## src/rtl/fault_status_agg.sv

```systemverilog
module fault_status_agg #(
  parameter int NPAIR = 2,
  parameter int NSUP  = 5,
  parameter int NBST  = 4
) (
  input  logic             clk,
  input  logic             por_i,
  input  logic             warn_set_i,
  input  logic             warn_clr_i,
  input  logic             err_set_i,
  input  logic [NSUP-1:0]  sup_uv_set_i,
  input  logic [NSUP-1:0]  sup_uv_clr_i,
  input  logic [NBST-1:0]  bst_uv_set_i,
  input  logic [NBST-1:0]  bst_uv_clr_i,
  input  logic [NPAIR-1:0] ovl_i,
  input  logic [NPAIR-1:0] pair_rst_n_i,
  output logic [NPAIR-1:0] hiz_o,
  output logic             sd_n_o,
  output logic             otw_n_o
);

  logic             warn_q;
  logic             ote_q;
  logic [NPAIR-1:0] rst_seen_q;
  logic [NSUP-1:0]  sup_uv_q;
  logic [NBST-1:0]  bst_uv_q;
  logic [NPAIR-1:0] ovl_q;
  logic             sd_n_q;
  logic             otw_n_q;

  logic [NPAIR-1:0] seen_now;
  logic             uv_any;
  logic             global_off;
  logic             fault_any;

  assign seen_now   = rst_seen_q | ~pair_rst_n_i;
  assign uv_any     = (|sup_uv_q) | (|bst_uv_q);
  assign global_off = por_i | ote_q | err_set_i | uv_any
                    | (|sup_uv_set_i) | (|bst_uv_set_i);
  assign fault_any  = ote_q | uv_any | (|ovl_q);

  assign hiz_o   = {NPAIR{global_off}} | ovl_q | ovl_i | ~pair_rst_n_i;
  assign sd_n_o  = sd_n_q;
  assign otw_n_o = otw_n_q;

  always_ff @(posedge clk or posedge por_i) begin
    if (por_i) begin
      warn_q     <= 1'b0;
      ote_q      <= 1'b0;
      rst_seen_q <= '0;
      sup_uv_q   <= '0;
      bst_uv_q   <= '0;
      ovl_q      <= '0;
      sd_n_q     <= 1'b1;
      otw_n_q    <= 1'b1;
    end else begin
      warn_q   <= warn_set_i | (warn_q & ~warn_clr_i);
      sup_uv_q <= sup_uv_set_i | (sup_uv_q & ~sup_uv_clr_i);
      bst_uv_q <= bst_uv_set_i | (bst_uv_q & ~bst_uv_clr_i);
      ovl_q    <= ovl_i | (ovl_q & pair_rst_n_i);
      if (err_set_i) begin
        ote_q      <= 1'b1;
        rst_seen_q <= '0;
      end else if (ote_q) begin
        if (&seen_now) begin
          ote_q      <= 1'b0;
          rst_seen_q <= '0;
        end else begin
          rst_seen_q <= seen_now;
        end
      end
      sd_n_q  <= ~fault_any | ~(&pair_rst_n_i);
      otw_n_q <= ~(warn_q | ote_q);
    end
  end


  sd_mask_chk: assert property (@(posedge clk) disable iff (por_i)
    !(&$past(pair_rst_n_i)) |-> sd_n_o);


  uv_hiz_chk: assert property (@(posedge clk) disable iff (por_i)
    ((|sup_uv_set_i) || (|bst_uv_set_i)) |-> (&hiz_o));


  ote_status_chk: assert property (@(posedge clk) disable iff (por_i)
    err_set_i |=> ##1 (!otw_n_o && (&hiz_o)));


  sd_lag_chk: assert property (@(posedge clk) disable iff (por_i)
    ($past(sd_n_o) && !$past(fault_any)) |-> sd_n_o);

  genvar p;
  generate
    for (p = 0; p < NPAIR; p++) begin : g_pair

      ovl_hold_chk: assert property (@(posedge clk) disable iff (por_i)
        (ovl_i[p] && !err_set_i) |=> hiz_o[p]);
    end
  endgenerate

endmodule

```

## config.mk

```make
export PLATFORM = sky130hd
export DESIGN_NAME = fault_status_agg
export DESIGN_NICKNAME = d
export VERILOG_FILES = /design/src/rtl/fault_status_agg.sv
export SDC_FILE = /design/constraint.sdc
export NUM_CORES = 1
export LEC_CHECK = 0
export CORE_MARGIN = 4
export CORE_UTILIZATION = 52
export DETAILED_ROUTE_END_ITERATION = 8
export DONT_BUFFER_PORTS = 1
export PLACE_DENSITY = 0.73
export SYNTH_ARGS = -nofsm -noshare
export SYNTH_HDL_FRONTEND = slang
export SYNTH_SLANG_ARGS = --single-unit
```

## constraint.sdc

```tcl
create_clock -name clk -period 1.61 [get_ports clk]
set_input_delay 0.483 -clock clk [delete_from_list [all_inputs] [get_ports clk]]
set_output_delay 0.483 -clock clk [all_outputs]
set_load 0.005 [all_outputs]
```

; ---- After elaboration in Yosys (flattened, before gate mapping)
; Cells that the tools add are included.
[totals]
elab_cells = 51
in_bits = 27
output_inout_bits = 4
regBits = 17
[op_classes]
reduce_logical = 8
n_bitwise = 29
muxes = 6
[op_table]
columns = operator, n
row1 = bitwise OR 1 bit, 11
row2 = bitwise OR 2 bit, 5
row3 = OR reduction 5 bit, 2
row4 = OR reduction 4 bit, 2
row5 = two-way mux 2 bit, 3
row6 = AND 5 bit, 1
row7 = inverter 5 bit, 1
row8 = bitwise OR 5 bit, 1
row9 = AND 4 bit, 1
row10 = inverter 1 bit, 4
row11 = inverter 4 bit, 1
row12 = bitwise OR 4 bit, 1
row13 = AND reduction 2 bit, 2
row14 = two-way mux 1 bit, 3
row15 = AND 2 bit, 1
row16 = inverter 2 bit, 1
row17 = nonzero test 2 bit, 1
row18 = OR reduction 2 bit, 1
row19 = AND 1 bit, 1

; ---- Logic depth before layout (Yosys ltp)
; Gate-level depths: netlist (run 1).
[depth]
ltp_word = 8
mapped_depth = 3
depth_no_buf = 3

; ---- Worst setup path before layout (run 1)
; OpenSTA, ideal clock, no wires.
[synth_timing]
path_kind = input port to output port
from = input port bst_uv_set_i[2]
to = output port hiz_o[0]
n_path_buf = 0
slack_ps = -113
path_stages = 3
required_ps = 1127
arrival_ps = 1240
path_cell_list = or4_1 -> nor2_2 -> nand4_1
[synth_between]
elab_chain_cells = 5
[synth_lines]
columns = item, line
row1 = start: declaration, 13  ; input logic [NBST-1:0] bst_uv_set_i,
row2 = OR reduction 4 bit, 39  ; | (|sup_uv_set_i) | (|bst_uv_set_i);
row3 = bitwise OR 1 bit, 39
row4 = bitwise OR 2 bit (3 in a row), 42  ; assign hiz_o = {NPAIR{global_off}} | ovl_q | ovl_i | ~pair_rst_n_i;
row5 = end: declaration, 17  ; output logic [NPAIR-1:0] hiz_o,
; Every way passes these cells.

; ---- Worst setup path after layout (run 1)
[layout_timing]
from = register sup_uv_q[0]
to = output port hiz_o[0]
[layout_between]
elab_chain_cells = 8
[layout_lines]
columns = item, line
row1 = start: declaration, 25  ; logic [NSUP-1:0] sup_uv_q;
row2 = start signal: assignment, 58  ; sup_uv_q <= sup_uv_set_i | (sup_uv_q & ~sup_uv_clr_i);
row3 = OR reduction 5 bit, 37  ; assign uv_any = (|sup_uv_q) | (|bst_uv_q);
row4 = bitwise OR 1 bit, 37
row5 = bitwise OR 1 bit, 38  ; assign global_off = por_i | ote_q | err_set_i | uv_any
row6 = bitwise OR 1 bit (2 in a row), 39
row7 = bitwise OR 2 bit (3 in a row), 42
; Every way passes these cells.

==> impl_results.md, run 1 <==
- Status: finished, violations left
- Failing checks: setup timing
- CTS tree: built
- Final worst path period need: 1.83 ns
- Global-route wire length before repair: 2.18 mm
- Final antenna-violating net count: 0
- TritonRoute pass-1 iters: 4
- Slew headroom: 58.4%
- Area grow syn2layout: 11.1%
- Post-synthesis sequential area ratio: 60.3%
- VDD IR max: 0.602 mV
- Worst Path Class, Setup: flip-flop to primary output
- Worst-margin pin slew: 0.623 ns
- Die Width: 44.9 um
- Max-cap viol count: 0
- Total length of routed wires: 1.29 mm
- Worst hold path type: primary input to async pin
- Num CTS Buffers: 3
- Post-synth top area cell: dfrtp_1
- Most frequent cell after synthesis: dfrtp_1
- Root buffer cell: clkbuf_4
- Die height: 44.9 um
- Area contributors post-synth: dfrtp_1, a21o_1, dfstp_2
- RSZ-0062 raised after global routing: true
- CTS Sinks: 17
- Syn nets: 92
- Fraction of registers with async set/reset: 100%
- Mapped Area: 709 um2
- Routed len/inst: 14.9 um
- CP Launch Type: flip-flop
- Setup WS post-layout: -0.220 ns
- Reg clk slew, reported paths: 0.10 ns
- Fraction of layout cells with a size suffix above 1: 19.4%
- Crit path required time: 1.13 ns
- NetSw: 185 uW
- Final hold viol count: 0
- CTS Buffer Depth: 2
- EDFF count, synth: 0
- Max Freq: 546 MHz
- Total global-route track usage: 15.2%
- Die area: 2020 um2
- Register share of total power: 61.7%
- Distinct cells, synth: 18
- Area share of the largest cell type after synthesis: 52.9%
- Vias/cell: 5.67
- Synth Warn #: 0
- Fin nets: 100
- Cts-stage hold buffer count: 0
- Num ports: 31
- Fin. max-slew vios: 0
- Crit. Startpoint: sup_uv_q[0]
- CTS H-tree lvls: 1
- Starting Density: 55.2%
- Clk_lat worst skew: 0.29 ns
- P per Cell Area: 975 nW/um2
- Core area: 1280 um2
- Main synth FF type: dfrtp_1
- Final GP Congestion: 0.727
- Switching Share: 24.0%
- Synthesized area per cell: 10.9 um2
- P_leak: 0.000390 uW
- Setup crit end kind: primary output
- Diodes inserted: 0
- Crit path arrival time: 1.35 ns
- Initial drt markers: 7
- Gate power share: 8.6%
- Count of final setup violators: 2
- Post-Route Setup TNS: -0.432 ns
- Num rows: 13
- Placed cell count: 81
- Clk pwr share: 29.7%
- Internal power: 584 uW
- HPWL after DPL: 1.05 mm
- R2r startpoint: sup_uv_q[0]
- Top cells by count, synth: dfrtp_1, inv_1, a21o_1, nor3_1
- Antenna violations before repair: 0
- Vias in the first global route: 520
- DR vias: 493
- Final worst-path cycle share: 114%
- Largest net degree at the start of global routing: 18
- Fin cells: 87
- Drt drc: 0
- Seq cells post-synth: 17
- Port bufs: 0
- Final Skew: 0.00683 ns
- Crit Path Max Fanout: 3
- Mapped Cells: 65
- GRT overflow: 0
-- kinds of logic (layout without fill, tap and decap cells) --
logic type,count (synthesis),count (layout),synth area share (%)
simple gates,17,17,14.1
compound gates,18,18,18.7
flops,17,17,60.3
buf+inv,13,20,6.88
-- area by class of cell --
type                       count  area, um2
clock buffer                   3       22.5
clock inverter                 1       5.00
fill                         109        497
inverter                      13       48.8
multi-input combinational     35        243
sequential                    17        428
tap                           15       18.8
timing repair buffer           3       22.5
-- routing by layer --
metal	track usage (%)	part of all wire (%)
met1	19.8	44
met2	22.3	44
met4	7.02	1.3
met3	5.58	10
met5	0	0
-- layout by cell type (no fill, tap or decap) --
cell      netlist  layout
nor4_2          0       1
nor3_1          5       5
and3_4          0       1
a21o_2          1       1
a21oi_1         2       2
a211o_1         1       1
nor2_2          1       1
or4_4           1       1
a211oi_1        2       2
nand2b_1        2       2
nand2_1         1       1
clkinv_2        0       1
clkbuf_4        0       3
nor2_1          2       2
dfstp_2         2       2
or4_1           1       1
dfrtp_1        15      15
nand4_1         2       2
inv_1          13      13
buf_4           0       3
a21o_1         12      12
-- final timing paths --
check / slack, ns / end / cells after the start
max reg2reg: 0.49 / sd_n_o / 3
max in group asynchronous: 1.06 / bst_uv_q[1] / 1
min in group clk: 0.24 / rst_seen_q[1] / 1
min reg2reg: 0.40 / otw_n_o / 1
min: 0.14 / sup_uv_q[3] / 1
max: -0.22 / hiz_o[0] / 3
-- worst max-delay path, cell delays in order (launching register included) --
cell and delay, ns:
dfrtp_1 0.41, nor4_2 0.30, and3_4 0.23, nand4_1 0.11
-- state kept, by name (all words and copies together) (netlist names) --
name and flops:
bst_uv_q 4, ote_q 1, otw_n_o 1, ovl_q 2
rst_seen_q 2, sd_n_o 1, sup_uv_q 5, warn_q 1
-- power groups by stage --
stage / clock network [uW] / logic [uW] / registers, uW
3_3_place_gp: 0 / 59.8 / 480
4_1_cts: 232 / 64.5 / 474
2_1_floorplan: 0 / 46.5 / 479
6_report: 228 / 66.0 / 474
3_5_place_dp: 0 / 61.7 / 481
5_1_grt: 248 / 76.1 / 478
-- stage by stage --
stage	instance area [um2]	total power [uW]	setup slack (ns)	hold slack, ns	utilization [%]
global placement	736	540	-0.128	0.372	57.3
finish	788	768	-0.220	0.142	61.3
floorplan	709	526	-0.0839	0.364	-
global route	788	802	-0.288	0.188	61.3
CTS	781	771	-0.207	0.158	60.8
detailed placement	736	543	-0.131	0.382	57.3
-- repair_timing --
| action | in CTS | in global routing |
|---|---|---|
| buffers inserted | 1 | 1 |
| resized for setup | 2 | 0 |
| pin swaps | 3 | 2 |
| endpoints found under the setup margin | 2 | 2 |
(Power assumes the default switching activity.)
==> inputs of run 2 (changes only) <==
--- a/constraint.sdc
+++ b/constraint.sdc
@@ -3,2 +3,2 @@
 set_output_delay 0.483 -clock clk [all_outputs]
-set_load 0.005 [all_outputs]
+set_load 0.01 [all_outputs]
==> run 2 against run 1 <==
Compared with the run above: the flow still finishes with violations (setup timing); global-route usage did not move; critical path type unchanged; design area is the same; hold slack is essentially flat; core utilization did not move.
==> impl_results.md, run 2 (synthesis gave the netlist of run 1 again) <==
- Drt drc: 0 (unchanged)
- Worst-margin pin slew: 0.623 ns (+0.0000656 ns)
- Worst Path Class, Setup: flip-flop to primary output
- Crit path required time: 1.13 ns (about the same)
- Final worst path period need: 1.86 ns (+0.0322 ns)
- Internal power: 584 uW (about the same)
- Place WS: -0.174 ns (-0.0427 ns)
- Final instance area: 788 um2 (unchanged)
- Failing checks: setup timing
- Vias in the first global route: 520 (unchanged)
- Die Width: 44.9 um (unchanged)
- CTS Sinks: 17 (unchanged)
- HPWL after DPL: 1.05 mm (unchanged)
- CTS tree: built
- Diodes inserted: 0 (unchanged)
- VDD IR max: 0.603 mV (+0.23%)
- Crit path arrival time: 1.38 ns (+0.03 ns)
- CP Launch Type: flip-flop
- Routed len/inst: 14.8 um (-0.54%)
- CP bufs+invs: 0 (unchanged)
- Antenna violations before repair: 0 (unchanged)
- Num rows: 13 (unchanged)
- Clk_lat worst skew: 0.29 ns (about the same)
- Setup crit end kind: primary output
- Area grow syn2layout: 11.1% (unchanged)
- Critical path's top delay family: simple AND/OR/NAND/NOR gates
- RSZ-0062 raised after global routing: true
- Gate power share: 8.6% (about the same)
- Reg clk slew, reported paths: 0.10 ns (about the same)
- Total global-route track usage: 15.2% (unchanged)
- WP depth: 3 (unchanged)
- Die height: 44.9 um (unchanged)
- Initial drt markers: 7 (unchanged)
- TritonRoute pass-1 iters: 4 (unchanged)
- Largest net degree at the start of global routing: 18 (unchanged)
- Root buffer cell: clkbuf_4
- Final worst-path cycle share: 116% (+2.0 points)
- Crit. Startpoint: sup_uv_q[0]
- Status: finished, violations left
- Fraction of layout cells with a size suffix above 1: 19.4% (unchanged)
- Die area: 2020 um2 (unchanged)
- Setup WS post-layout: -0.252 ns (-0.0322 ns)
- Vias/cell: 5.67 (unchanged)
- Commonest non-fill, non-tap cell in the layout: dfrtp_1
- Number of flip-flops in the largest register: 5 (unchanged)
- Clk pwr share: 29.7% (about the same)
- Biggest regs: sup_uv_q: 5 flops, bst_uv_q: 4 flops
- Worst setup path endpoint: hiz_o[1]
- Final core area utilization: 61.3% (unchanged)
- NetSw: 186 uW (+0.51%)
- Peak per-stage delay on the critical path: 0.41 ns (about the same)
- Count of final setup violators: 2 (unchanged)
- Max-cap viol count: 0 (unchanged)
- Final GP Congestion: 0.727 (unchanged)
- DR vias: 493 (unchanged)
- Num ports: 31 (unchanged)
- Core area: 1280 um2 (unchanged)
- CTS Buffer Depth: 2 (unchanged)
- Total length of routed wires: 1.29 mm (-0.54%)
- Filler cells: 109 (unchanged)
- Crit Path Max Fanout: 3 (unchanged)
- CTS H-tree lvls: 1 (unchanged)
- P per Cell Area: 976 nW/um2 (+0.14%)
- Final antenna-violating net count: 0 (unchanged)
- Switching Share: 24.1% (+0.089 points)
- Final Skew: 0.00684 ns (+0.000000410 ns)
- Critical-path top delay cell: dfrtp_1
- Fin. max-slew vios: 0 (unchanged)
- CP Cell Sequence: nor4_2 > and3_4 > nand4_1
- Largest reg by FF count: sup_uv_q
- R2R depth: 3 (unchanged)
- Slew headroom: 58.4% (about the same)
- Num CTS Buffers: 3 (unchanged)
- Global-route wire length before repair: 2.18 mm (unchanged)
- Starting Density: 55.2% (unchanged)
- Port bufs: 0 (unchanged)
- Register share of total power: 61.8% (about the same)
- Final hold slack: 0.142 ns (+0.0000270 ns)
- P_leak: 0.000390 uW (unchanged)
- Final hold viol count: 0 (unchanged)
- FF-to-FF End: sd_n_o
- GRT overflow: 0 (unchanged)
- Placed inst area: 736 um2 (unchanged)
- Commonest non-fill, non-tap cells in the layout: dfrtp_1, inv_1, a21o_1
- Reg-to-reg setup timing slack: 0.50 ns (about the same)
- Worst hold path type: primary input to async pin
- R2r startpoint: sup_uv_q[0]
- Fin nets: 100 (unchanged)
- Max Freq: 537 MHz (-1.7%)
==> run 2: stage by stage <==
step           total power [uW]  TNS, ns  std cells
4_1_cts                     772   -0.482         86
3_5_place_dp                544   -0.344         81
5_1_grt                     803   -0.640         87
2_1_floorplan               527   -0.254         65
6_report                    769   -0.502         87
3_3_place_gp                541   -0.340         81
==> run 2: layer usage <==
layer | up-vias | wire, um | GRT usage [%]
met5 | - | 0 | 0
met4 | 0 | 17 | 7.02
met3 | 2 | 130 | 5.58
met2 | 22 | 572 | 22.3
met1 | 235 | 566 | 19.8
li1 | 234 | - | -
==> run 2: power by group through the flow <==
stage	sequential (uW)	combinational (uW)	clock, uW
2_1_floorplan	480	46.5	0
5_1_grt	479	76.1	248
6_report	475	65.9	228
4_1_cts	475	64.5	232
3_5_place_dp	482	61.7	0
3_3_place_gp	481	59.8	0
==> run 2: timing repair <==
action / CTS / global route
hold buffers: 0 / 0
resized for setup: 2 / 0
pin swaps: 4 / 2
endpoints found under the setup margin: 2 / 2
setup buffers: 1 / 1
==> run 2: how the worst min path moves through the flow <==
stage,from,to,depth (start not counted)
6_report,por_i,sup_uv_q[3],1
5_1_grt,por_i,bst_uv_q[3],1
4_1_cts,por_i,bst_uv_q[3],1
3_5_place_dp,warn_q,otw_n_o,1
3_3_place_gp,warn_q,otw_n_o,1
2_1_floorplan,warn_q,otw_n_o,1
==> run 2: layout make-up <==
class / count / area [um2] / share of cell area, %
multi-input combinational: 35 / 243 / 30.8
sequential: 17 / 428 / 54.3
clock buffer: 3 / 22.5 / 2.86
timing repair buffer: 3 / 22.5 / 2.86
clock inverter: 1 / 5.00 / 0.635
inverter: 13 / 48.8 / 6.19
tap: 15 / 18.8 / 2.38
==> run 2: worst register-to-register path: stages, from the launching register on <==
cell,delay [ns]
dfrtp_1,0.41
nor4_2,0.30
and3_4,0.23
a211o_1,0.12
==> inputs of run 3 (changes only) <==
Settings changed: CORE_UTILIZATION 52 to 25, CTS_CLUSTER_SIZE set to 25, PLACE_DENSITY 0.73 to 0.43.
==> run 3 against run 2 <==
Compared with the run above: the run still ends with setup timing left; clock skew shrank 0.0032 ns; non-clock buffer count is the same; worst setup slack gained 0.039 ns; critical path type is now primary input to primary output.
==> impl_results.md, run 3 (synthesis gave the netlist of run 1 again) <==
- Crit Path Max Fanout: 2 (-1)
- Biggest regs: sup_uv_q: 5 flops, bst_uv_q: 4 flops
- Setup crit end kind: primary output
- CTS tree: built
- Die height: 61.3 um (+36%)
- FF-to-FF End: sd_n_o
- Num CTS Buffers: 3 (unchanged)
- Global-route wire length before repair: 2.41 mm (+10%)
- Peak per-stage delay on the critical path: 0.55 ns (+0.14 ns)
- Die Width: 61.3 um (+36%)
- Num ports: 31 (unchanged)
- Vias/cell: 4.58 (-19%)
- P per Cell Area: 943 nW/um2 (-3.4%)
- Multi-input logic area: 239 um2 (-1.5%)
- Status: finished, violations left
- Initial drt markers: 1 (-6)
- RSZ-0062 raised after global routing: true
- R2r startpoint: sup_uv_q[0]
- P_leak: 0.000390 uW (about the same)
- Critical-path top delay cell: or4_1
- Final worst path period need: 1.82 ns (-0.0393 ns)
- TritonRoute pass-1 iters: 2 (-2)
- Fin nets: 100 (unchanged)
- Vias in the first global route: 533 (+2.5%)
- Starting Density: 25.9% (-29 points)
- Port bufs: 0 (unchanged)
- Reg clk slew, reported paths: 0.10 ns (about the same)
- Reg-to-reg setup timing slack: 0.46 ns (-0.04 ns)
- Total global-route track usage: 9.03% (-6.1 points)
- Root buffer cell: clkbuf_4
- Final Skew: 0.00361 ns (-0.00322 ns)
- Placed inst area: 771 um2 (+4.8%)
- HPWL after DPL: 1.21 mm (+15%)
- Max-cap viol count: 0 (unchanged)
- Cts-stage hold buffer count: 0 (unchanged)
- Largest reg by FF count: sup_uv_q
- Failing checks: setup timing
- Count of final setup violators: 2 (unchanged)
- Worst Path Class, Setup: primary input to primary output
- R2R depth: 4 (+1)
- Final worst-path cycle share: 113% (-2.4 points)
- Largest net degree at the start of global routing: 18 (unchanged)
- Place WS: -0.210 ns (-0.0361 ns)
- Setup WS post-layout: -0.213 ns (+0.0393 ns)
- Slew headroom: 80.2% (+22 points)
- Core area: 2730 um2 (+110%)
- Diodes inserted: 0 (unchanged)
- Register area: 428 um2 (unchanged)
- Worst hold path type: primary input to async pin
- Number of flip-flops in the largest register: 5 (unchanged)
- Crit path required time: 1.13 ns (about the same)
- Commonest non-fill, non-tap cells in the layout: dfrtp_1, inv_1, a21o_1
- VDD IR max: 0.444 mV (-26%)
- Final GP Congestion: 0.659 (-9.3%)
- Final hold viol count: 0 (unchanged)
- Total length of routed wires: 1.44 mm (+12%)
- Fin. max-slew vios: 0 (unchanged)
- CP Launch Type: primary input
- Num rows: 19 (+6)
- DR vias: 472 (-4.3%)
- Final instance area: 803 um2 (+1.9%)
- Routed len/inst: 14.0 um (-5.4%)
- Clk_lat worst skew: 0.28 ns (about the same)
- Worst-margin pin slew: 0.294 ns (-0.329 ns)
- Fraction of layout cells with a size suffix above 1: 18.1% (-1.4 points)
- GRT overflow: 0 (unchanged)
- CTS H-tree lvls: 1 (unchanged)
- Antenna violations before repair: 0 (unchanged)
- CP Cell Sequence: or4_1 > nor2_2 > nand4_1
- Max Freq: 549 MHz (+2.2%)
- Drt drc: 0 (unchanged)
- Crit path arrival time: 1.34 ns (-0.04 ns)
- Area grow syn2layout: 13.2%
- Commonest non-fill, non-tap cell in the layout: dfrtp_1
- CTS Buffer Depth: 2 (unchanged)
- Final antenna-violating net count: 0 (unchanged)
- Filler cells: 284 (+160%)
- Die area: 3750 um2 (+86%)
- CTS Sinks: 17 (unchanged)
==> run 3: changes by cell type in the layout (fill, tap and decap cells not counted), sizes merged <==
| cell | before | now |
|---|---|---|
| clkbuf | 3 | 4 |
| clkinv | 1 | 0 |
==> run 3: worst max path at each step <==
| stage | startpoint | endpoint | slack (ns) | cells past startpoint |
|---|---|---|---|---|
| 6_report | bst_uv_set_i[2] | hiz_o[1] | -0.21 | 3 |
| 5_1_grt | sup_uv_q[0] | hiz_o[1] | -0.31 | 3 |
| 4_1_cts | sup_uv_q[0] | hiz_o[0] | -0.25 | 3 |
| 3_5_place_dp | bst_uv_set_i[2] | hiz_o[0] | -0.21 | 3 |
| 3_3_place_gp | bst_uv_set_i[2] | hiz_o[1] | -0.21 | 3 |
| 2_1_floorplan | err_set_i | hiz_o[0] | -0.13 | 3 |
==> run 3: where the power goes <==
| group | switching (uW) | internal, uW | leakage (uW) | total [uW] |
|---|---|---|---|---|
| clock | 124 | 95.9 | 0.0000150 | 220 |
| sequential | 18.0 | 457 | 0.000187 | 475 |
| combinational | 30.1 | 31.8 | 0.000188 | 61.9 |
| total | 173 | 585 | 0.000390 | 758 |
==> run 3: per-stage QoR <==
step	hold slack, ns	instances	util, %	total power, uW	TNS, ns
CTS	0.0864	103	29.4	776	-0.498
detailed placement	0.384	99	28.2	547	-0.417
finish	0.0862	103	29.4	758	-0.416
floorplan	0.364	65	-	527	-0.254
global placement	0.376	99	28.2	545	-0.423
global route	0.0833	103	29.4	812	-0.605
==> run 3: final cells by class <==
cell class | count | area share (%)
Sequential cell | 17 | 53.3
Multi-Input combinational cell | 35 | 29.8
Inverter | 13 | 6.07
Tap cell | 31 | 4.83
Clock buffer | 4 | 3.27
Timing Repair Buffer | 3 | 2.80
==> run 3: per-layer routing <==
metal	GRT usage [%]	wire [um]	up-vias
li1	-	-	233
met3	4.19	109	2
met4	4.64	16	0
met5	0	0	-
met2	14.4	747	14
met1	10.1	569	223
==> run 3: repair_timing <==
action                                  in CTS  in global routing
pin swaps                                    3                  0
resized for setup                            1                  0
endpoints found under the setup margin       2                  2
buffers inserted                             0                  0
==> run 3: critical path, delay by kind of cell <==
kind	cells	cell delay (ns)
simple gates	3	0.86
